--- config.mk ---
export PLATFORM = sky130hd
export DESIGN_NAME = standby_ctrl
export DESIGN_NICKNAME = d
export VERILOG_FILES = /design/src/rtl/standby_pkg.sv /design/src/rtl/sb_wake_sync.sv /design/src/rtl/sb_settle_timer.sv /design/src/rtl/sb_fsm.sv /design/src/rtl/standby_ctrl.sv
export SDC_FILE = /design/constraint.sdc
export NUM_CORES = 1
export LEC_CHECK = 0
export BUFFER_PORTS_ARGS = -buffer_cell sky130_fd_sc_hd__buf_2
export CAP_MARGIN = 20
export CORE_MARGIN = 3
export CORE_UTILIZATION = 47
export DETAILED_ROUTE_END_ITERATION = 7
export PLACE_DENSITY = 0.82
export SYNTH_ARGS = -nofsm -noshare
export SYNTH_HDL_FRONTEND = slang
export SYNTH_SLANG_ARGS = --single-unit
--- constraint.sdc ---
create_clock -name clk -period 1.3 [get_ports clk]
set_input_delay 0.13 -clock clk [delete_from_list [all_inputs] [get_ports clk]]
set_output_delay 0.13 -clock clk [all_outputs]
set_load 0.05 [all_outputs]
--- src/rtl/standby_pkg.sv ---
package standby_pkg;

  typedef enum logic [1:0] {
    SB_RUN    = 2'd0,
    SB_LIGHT  = 2'd1,
    SB_DEEP   = 2'd2,
    SB_SETTLE = 2'd3
  } sb_state_e;

  function automatic logic sb_is_stalled(input sb_state_e s);
    return s != SB_RUN;
  endfunction

  function automatic logic sb_osc_on(input sb_state_e s);
    return s != SB_DEEP;
  endfunction

endpackage

--- src/rtl/sb_wake_sync.sv ---
module sb_wake_sync #(
  parameter int STAGES = 2
) (
  input  logic clk,
  input  logic rst,
  input  logic async_in,
  output logic sync_out
);
  logic [STAGES-1:0] chain_q;

  generate
    genvar g;
    for (g = 0; g < STAGES; g++) begin : g_stage
      if (g == 0) begin : g_first
        always_ff @(posedge clk) begin
          if (rst) chain_q[0] <= 1'b0;
          else     chain_q[0] <= async_in;
        end
      end else begin : g_next
        always_ff @(posedge clk) begin
          if (rst) chain_q[g] <= 1'b0;
          else     chain_q[g] <= chain_q[g-1];
        end
      end
    end
  endgenerate

  assign sync_out = chain_q[STAGES-1];
endmodule

--- src/rtl/sb_settle_timer.sv ---
module sb_settle_timer #(
  parameter int CYC = 256
) (
  input  logic clk,
  input  logic rst,
  input  logic run,
  output logic done
);
  localparam int CW = (CYC < 2) ? 1 : $clog2(CYC);
  localparam logic [CW-1:0] LAST = CW'(CYC - 1);

  logic [CW-1:0] cnt_q;

  always_ff @(posedge clk) begin
    if (rst || !run) cnt_q <= '0;
    else if (cnt_q != LAST) cnt_q <= cnt_q + 1'b1;
  end

  assign done = run && (cnt_q == LAST);
endmodule

--- src/rtl/sb_fsm.sv ---
module sb_fsm
  import standby_pkg::*;
(
  input  logic clk,
  input  logic rst,
  input  logic req_valid,
  input  logic req_stop,
  input  logic req_arm,
  input  logic wake_s,
  input  logic settle_done,
  output logic settle_run,
  output logic accept,
  output logic core_stall,
  output logic osc_en
);
  sb_state_e state_q, state_d;
  logic      arm_q, arm_d;

  assign accept = req_valid && (state_q == SB_RUN);

  always_comb begin
    state_d = state_q;
    arm_d   = arm_q;
    unique case (state_q)
      SB_RUN: begin
        if (accept && !(req_arm && wake_s)) begin
          state_d = req_stop ? SB_DEEP : SB_LIGHT;
          arm_d   = req_arm;
        end
      end
      SB_LIGHT: if (arm_q && wake_s) state_d = SB_RUN;
      SB_DEEP:  if (arm_q && wake_s) state_d = SB_SETTLE;
      SB_SETTLE: if (settle_done) state_d = SB_RUN;
      default: state_d = SB_RUN;
    endcase
  end

  always_ff @(posedge clk) begin
    if (rst) begin
      state_q    <= SB_RUN;
      arm_q      <= 1'b0;
      core_stall <= 1'b0;
      osc_en     <= 1'b1;
    end else begin
      state_q    <= state_d;
      arm_q      <= arm_d;
      core_stall <= sb_is_stalled(state_d);
      osc_en     <= sb_osc_on(state_d);
    end
  end

  assign settle_run = (state_q == SB_SETTLE);
endmodule

--- src/rtl/standby_ctrl.sv ---
module standby_ctrl #(
  parameter int OPW         = 4,
  parameter int SYNC_STAGES = 2,
  parameter int SETTLE_CYC  = 256
) (
  input  logic           clk,
  input  logic           rst,
  input  logic           req_valid,
  input  logic           req_stop,
  input  logic [OPW-1:0] req_operand,
  input  logic           wake_pin,
  output logic           core_stall,
  output logic           osc_en,
  output logic           restart_zero,
  output logic           operand_err
);
  logic wake_s;
  logic settle_run;
  logic settle_done;
  logic accept;

  sb_wake_sync #(.STAGES(SYNC_STAGES)) u_sync (
    .clk      (clk),
    .rst      (rst),
    .async_in (wake_pin),
    .sync_out (wake_s)
  );

  sb_settle_timer #(.CYC(SETTLE_CYC)) u_timer (
    .clk  (clk),
    .rst  (rst),
    .run  (settle_run),
    .done (settle_done)
  );

  sb_fsm u_fsm (
    .clk         (clk),
    .rst         (rst),
    .req_valid   (req_valid),
    .req_stop    (req_stop),
    .req_arm     (req_operand[0]),
    .wake_s      (wake_s),
    .settle_done (settle_done),
    .settle_run  (settle_run),
    .accept      (accept),
    .core_stall  (core_stall),
    .osc_en      (osc_en)
  );

  always_ff @(posedge clk) begin
    restart_zero <= rst;
    if (rst) operand_err <= 1'b0;
    else     operand_err <= accept && (|req_operand[OPW-1:1]);
  end
endmodule

==> flow_summary.json <==
{
  "outcome": "finished clean",
  "seq_area_sq_um": 342.8,
  "fin_nets": 109,
  "antenna_left": 0,
  "start_util": 0.5367,
  "async_flop_share": 0,
  "combPwrFrac": 0.123,
  "tritoncts": "done",
  "routed_wl_microns": 1534,
  "internal_power_mw": 0.7058,
  "maxCapViolations": 0,
  "drt_drc_violations_left": 0,
  "syn_area_sq_um": 750.7,
  "worstSetupEndpointType": "flip-flop",
  "ys_seq_area_frac": 0.4533,
  "leakage_nw": 0.3342,
  "drive_gt1_frac": 0.3265,
  "finalHoldViolCount": 0,
  "antenna_found_initial": 0,
  "yosys_warnings": 0,
  "rsz0062_at_grt": "false",
  "max_stage_delay_ns": 0.35,
  "multi_input_area_sq_um": 365.4,
  "viasPerCell": 5.858,
  "setup_viol": 0,
  "synthToLayoutAreaGrowth_pct": 18.67,
  "synth-simple-area-share": 0.2267,
  "yosysTopAreaCellShare": 0.4533,
  "path_delay_family": "compound AO/OA/AOI/OAI gates",
  "synth_edf_count": 0,
  "synthCells": 79,
  "period_needed_ns": 1.256,
  "die_y_microns": 45.97,
  "clock-sinks": 17,
  "root_buffer": "clkbuf_4",
  "fin_util": 0.6369,
  "tightest_slew_ns": 0.3021,
  "path_buf_inv": 0,
  "clk_pin_slew_ns": 0.09,
  "track_usage": 0.1720,
  "p_sw_mw": 0.2503,
  "ys.flop_type": "dfxtp_1",
  "core-area_sq_um": 1399,
  "hp-class": "in -> reg",
  "crit_arrival_ns": 1.45,
  "synth_top_cell_by_area": "dfxtp_1",
  "numCtsBuffers": 3,
  "swShare": 0.2618,
  "ys_top_cells_by_count": "17 x dfxtp_1, 6 x inv_1, 6 x nand2_1",
  "r2r_slack_ns": 0.04,
  "synth_most_common_cell": "dfxtp_1",
  "port_buffers": 12,
  "cp_cell_sequence": "ha_2 -> and3_4 -> a311o_1 -> o311ai_1",
  "hold_slack_ns": 0.06691,
  "drt_first_pass_iters": 4,
  "post-cts-setup-buffer-count": 0,
  "drt_iter0_markers": 11,
  "period_share": 0.9665,
  "synthAdderAreaFrac": 0.01667,
  "fmax_mhz": 795.9,
  "clockBufferDepth": 2,
  "place_hpwl_microns": 1099,
  "h-tree-depth": 1,
  "drv_slew": 0,
  "clock_latency_ns": 0.29,
  "wire_per_inst_microns": 13.58,
  "final.setup.tns_ns": 0,
  "crit_slowest_cell": "a311o_1",
  "ios": 13,
  "ys_ff_latch": 17,
  "grt_pass1_wl_microns": 2511,
  "vias": 662,
  "fp.dieArea_sq_um": 2113,
  "rows": 13,
  "n_antenna_cell": 0,
  "p_seq_frac": 0.584,
  "synth_compound_area_frac": 0.1933,
  "synth_xor_area_frac": 0.01167,
  "synth.distinct_cells": 34,
  "grt_pass1_vias": 606,
  "grt_overflow": 0,
  "synth_area_leaders": "dfxtp_1 45%, buf_6 4.5%, a21oi_1 3.3%",
  "clockPowerShare": 0.293,
  "start_kind": "flip-flop",
  "path_class": "reg -> reg",
  "synth_top_family_by_area": "simple AND/OR/NAND/NOR gates",
  "grt_max_degree": 12,
  "syn_avg_cell_area_sq_um": 9.503,
  "gp_congestion": 0.7756,
  "relSlewSlack": 0.7986,
  "synthMuxAreaShare": 0.01333,
  "die_w_microns": 45.97,
  "fillers": 121,
  "syn_nets": 89,
  "power.density_nw_per_um2": 1073,
  "fin_skew_ns": 0.002328,
  "required_ns": 1.50,
  "max-vdd-ir-drop_v": 0.0008524,
  "path_max_fanout": 5
}
==> power by group through the flow <==
stage / Clock [mW] / Sequential [mW] / Combinational [mW]
6_report: 0.280 / 0.558 / 0.118
5_1_grt: 0.330 / 0.562 / 0.128
2_1_floorplan: 0 / 0.611 / 0.0462
4_1_cts: 0.285 / 0.559 / 0.116
3_3_place_gp: 0 / 0.570 / 0.113
3_5_place_dp: 0 / 0.571 / 0.116
==> worst paths after layout <==
path / startpoint / endpoint / cells after the start
setup reg to reg: u_timer.cnt_q[1] / u_fsm.core_stall / 4
setup / recovery: u_timer.cnt_q[1] / u_fsm.core_stall / 4
hold / removal: rst / restart_zero / 1
hold reg to reg: u_sync.chain_q[0] / u_sync.sync_out / 1
==> layout by cell type, fill, tap and decap left out, drive strengths merged, types with 3 or more instances in the layout <==
cell type,instances
clkbuf,4
nor3,5
inv,6
nand3,3
nand2,6
a21oi,5
dfxtp,17
o21ai,3
buf,18
==> cell families after synthesis <==
group                      count (synthesis)
and+or+nand+nor                           29
AOI/OAI and AO/OA                         20
DFF                                       17
buffers and inverters                     10
xor gates and xnor gates                   1
muxes                                      1
adders and majority gates                  1
==> metal layers <==
| metal | up-vias | global-route usage | share of wire |
|---|---|---|---|
| met5 | - | 0 | 0 |
| met4 | 0 | 0.05114 | 0.0098 |
| met3 | 4 | 0.09486 | 0.063 |
| met2 | 18 | 0.2830 | 0.48 |
| met1 | 311 | 0.1872 | 0.44 |
| li1 | 329 | - | - |
==> sequential cells by signal, summed over array words and instances, names as in the netlist <==
register / count
u_sync.chain_q: 1
operand_err: 1
u_fsm.state_q: 2
u_fsm.osc_en: 1
u_timer.cnt_q: 8
u_fsm.arm_q: 1
u_fsm.core_stall: 1
restart_zero: 1
u_sync.sync_out: 1
==> worst reg2reg max path, cell delays in order, from the launching register on <==
cell	delay, ns
dfxtp_2	0.33
ha_2	0.20
and3_4	0.20
a311o_1	0.35
o311ai_1	0.08
==> what timing repair did <==
item	4_1_cts	5_1_grt
endpoints found under the hold margin	0	1
setup endpoints to repair	1	3
resized for setup	2	2
hold buffers	0	1
gates cloned	0	0
==> stage by stage <==
| step | std cells | setup WS [ns] | power [mW] | area, sq um |
|---|---|---|---|---|
| 2_1_floorplan | 79 | 0.007082 | 0.6568 | 755.7 |
| 3_3_place_gp | 108 | 0.05450 | 0.6832 | 838.3 |
| 3_5_place_dp | 108 | 0.01749 | 0.6868 | 838.3 |
| 4_1_cts | 112 | 0.03456 | 0.9596 | 869.6 |
| 5_1_grt | 113 | 0.004464 | 1.020 | 890.9 |
| 6_report | 113 | 0.04360 | 0.9561 | 890.9 |
==> area by class of cell <==
cell class / count / share of cell area
Multi-Input combinational cell: 52 / 0.4101
Sequential cell: 17 / 0.3848
Timing Repair Buffer: 19 / 0.1292
Clock buffer: 4 / 0.02949
Inverter: 6 / 0.02528
Tap cell: 15 / 0.02107
(Power assumes the default switching activity.)
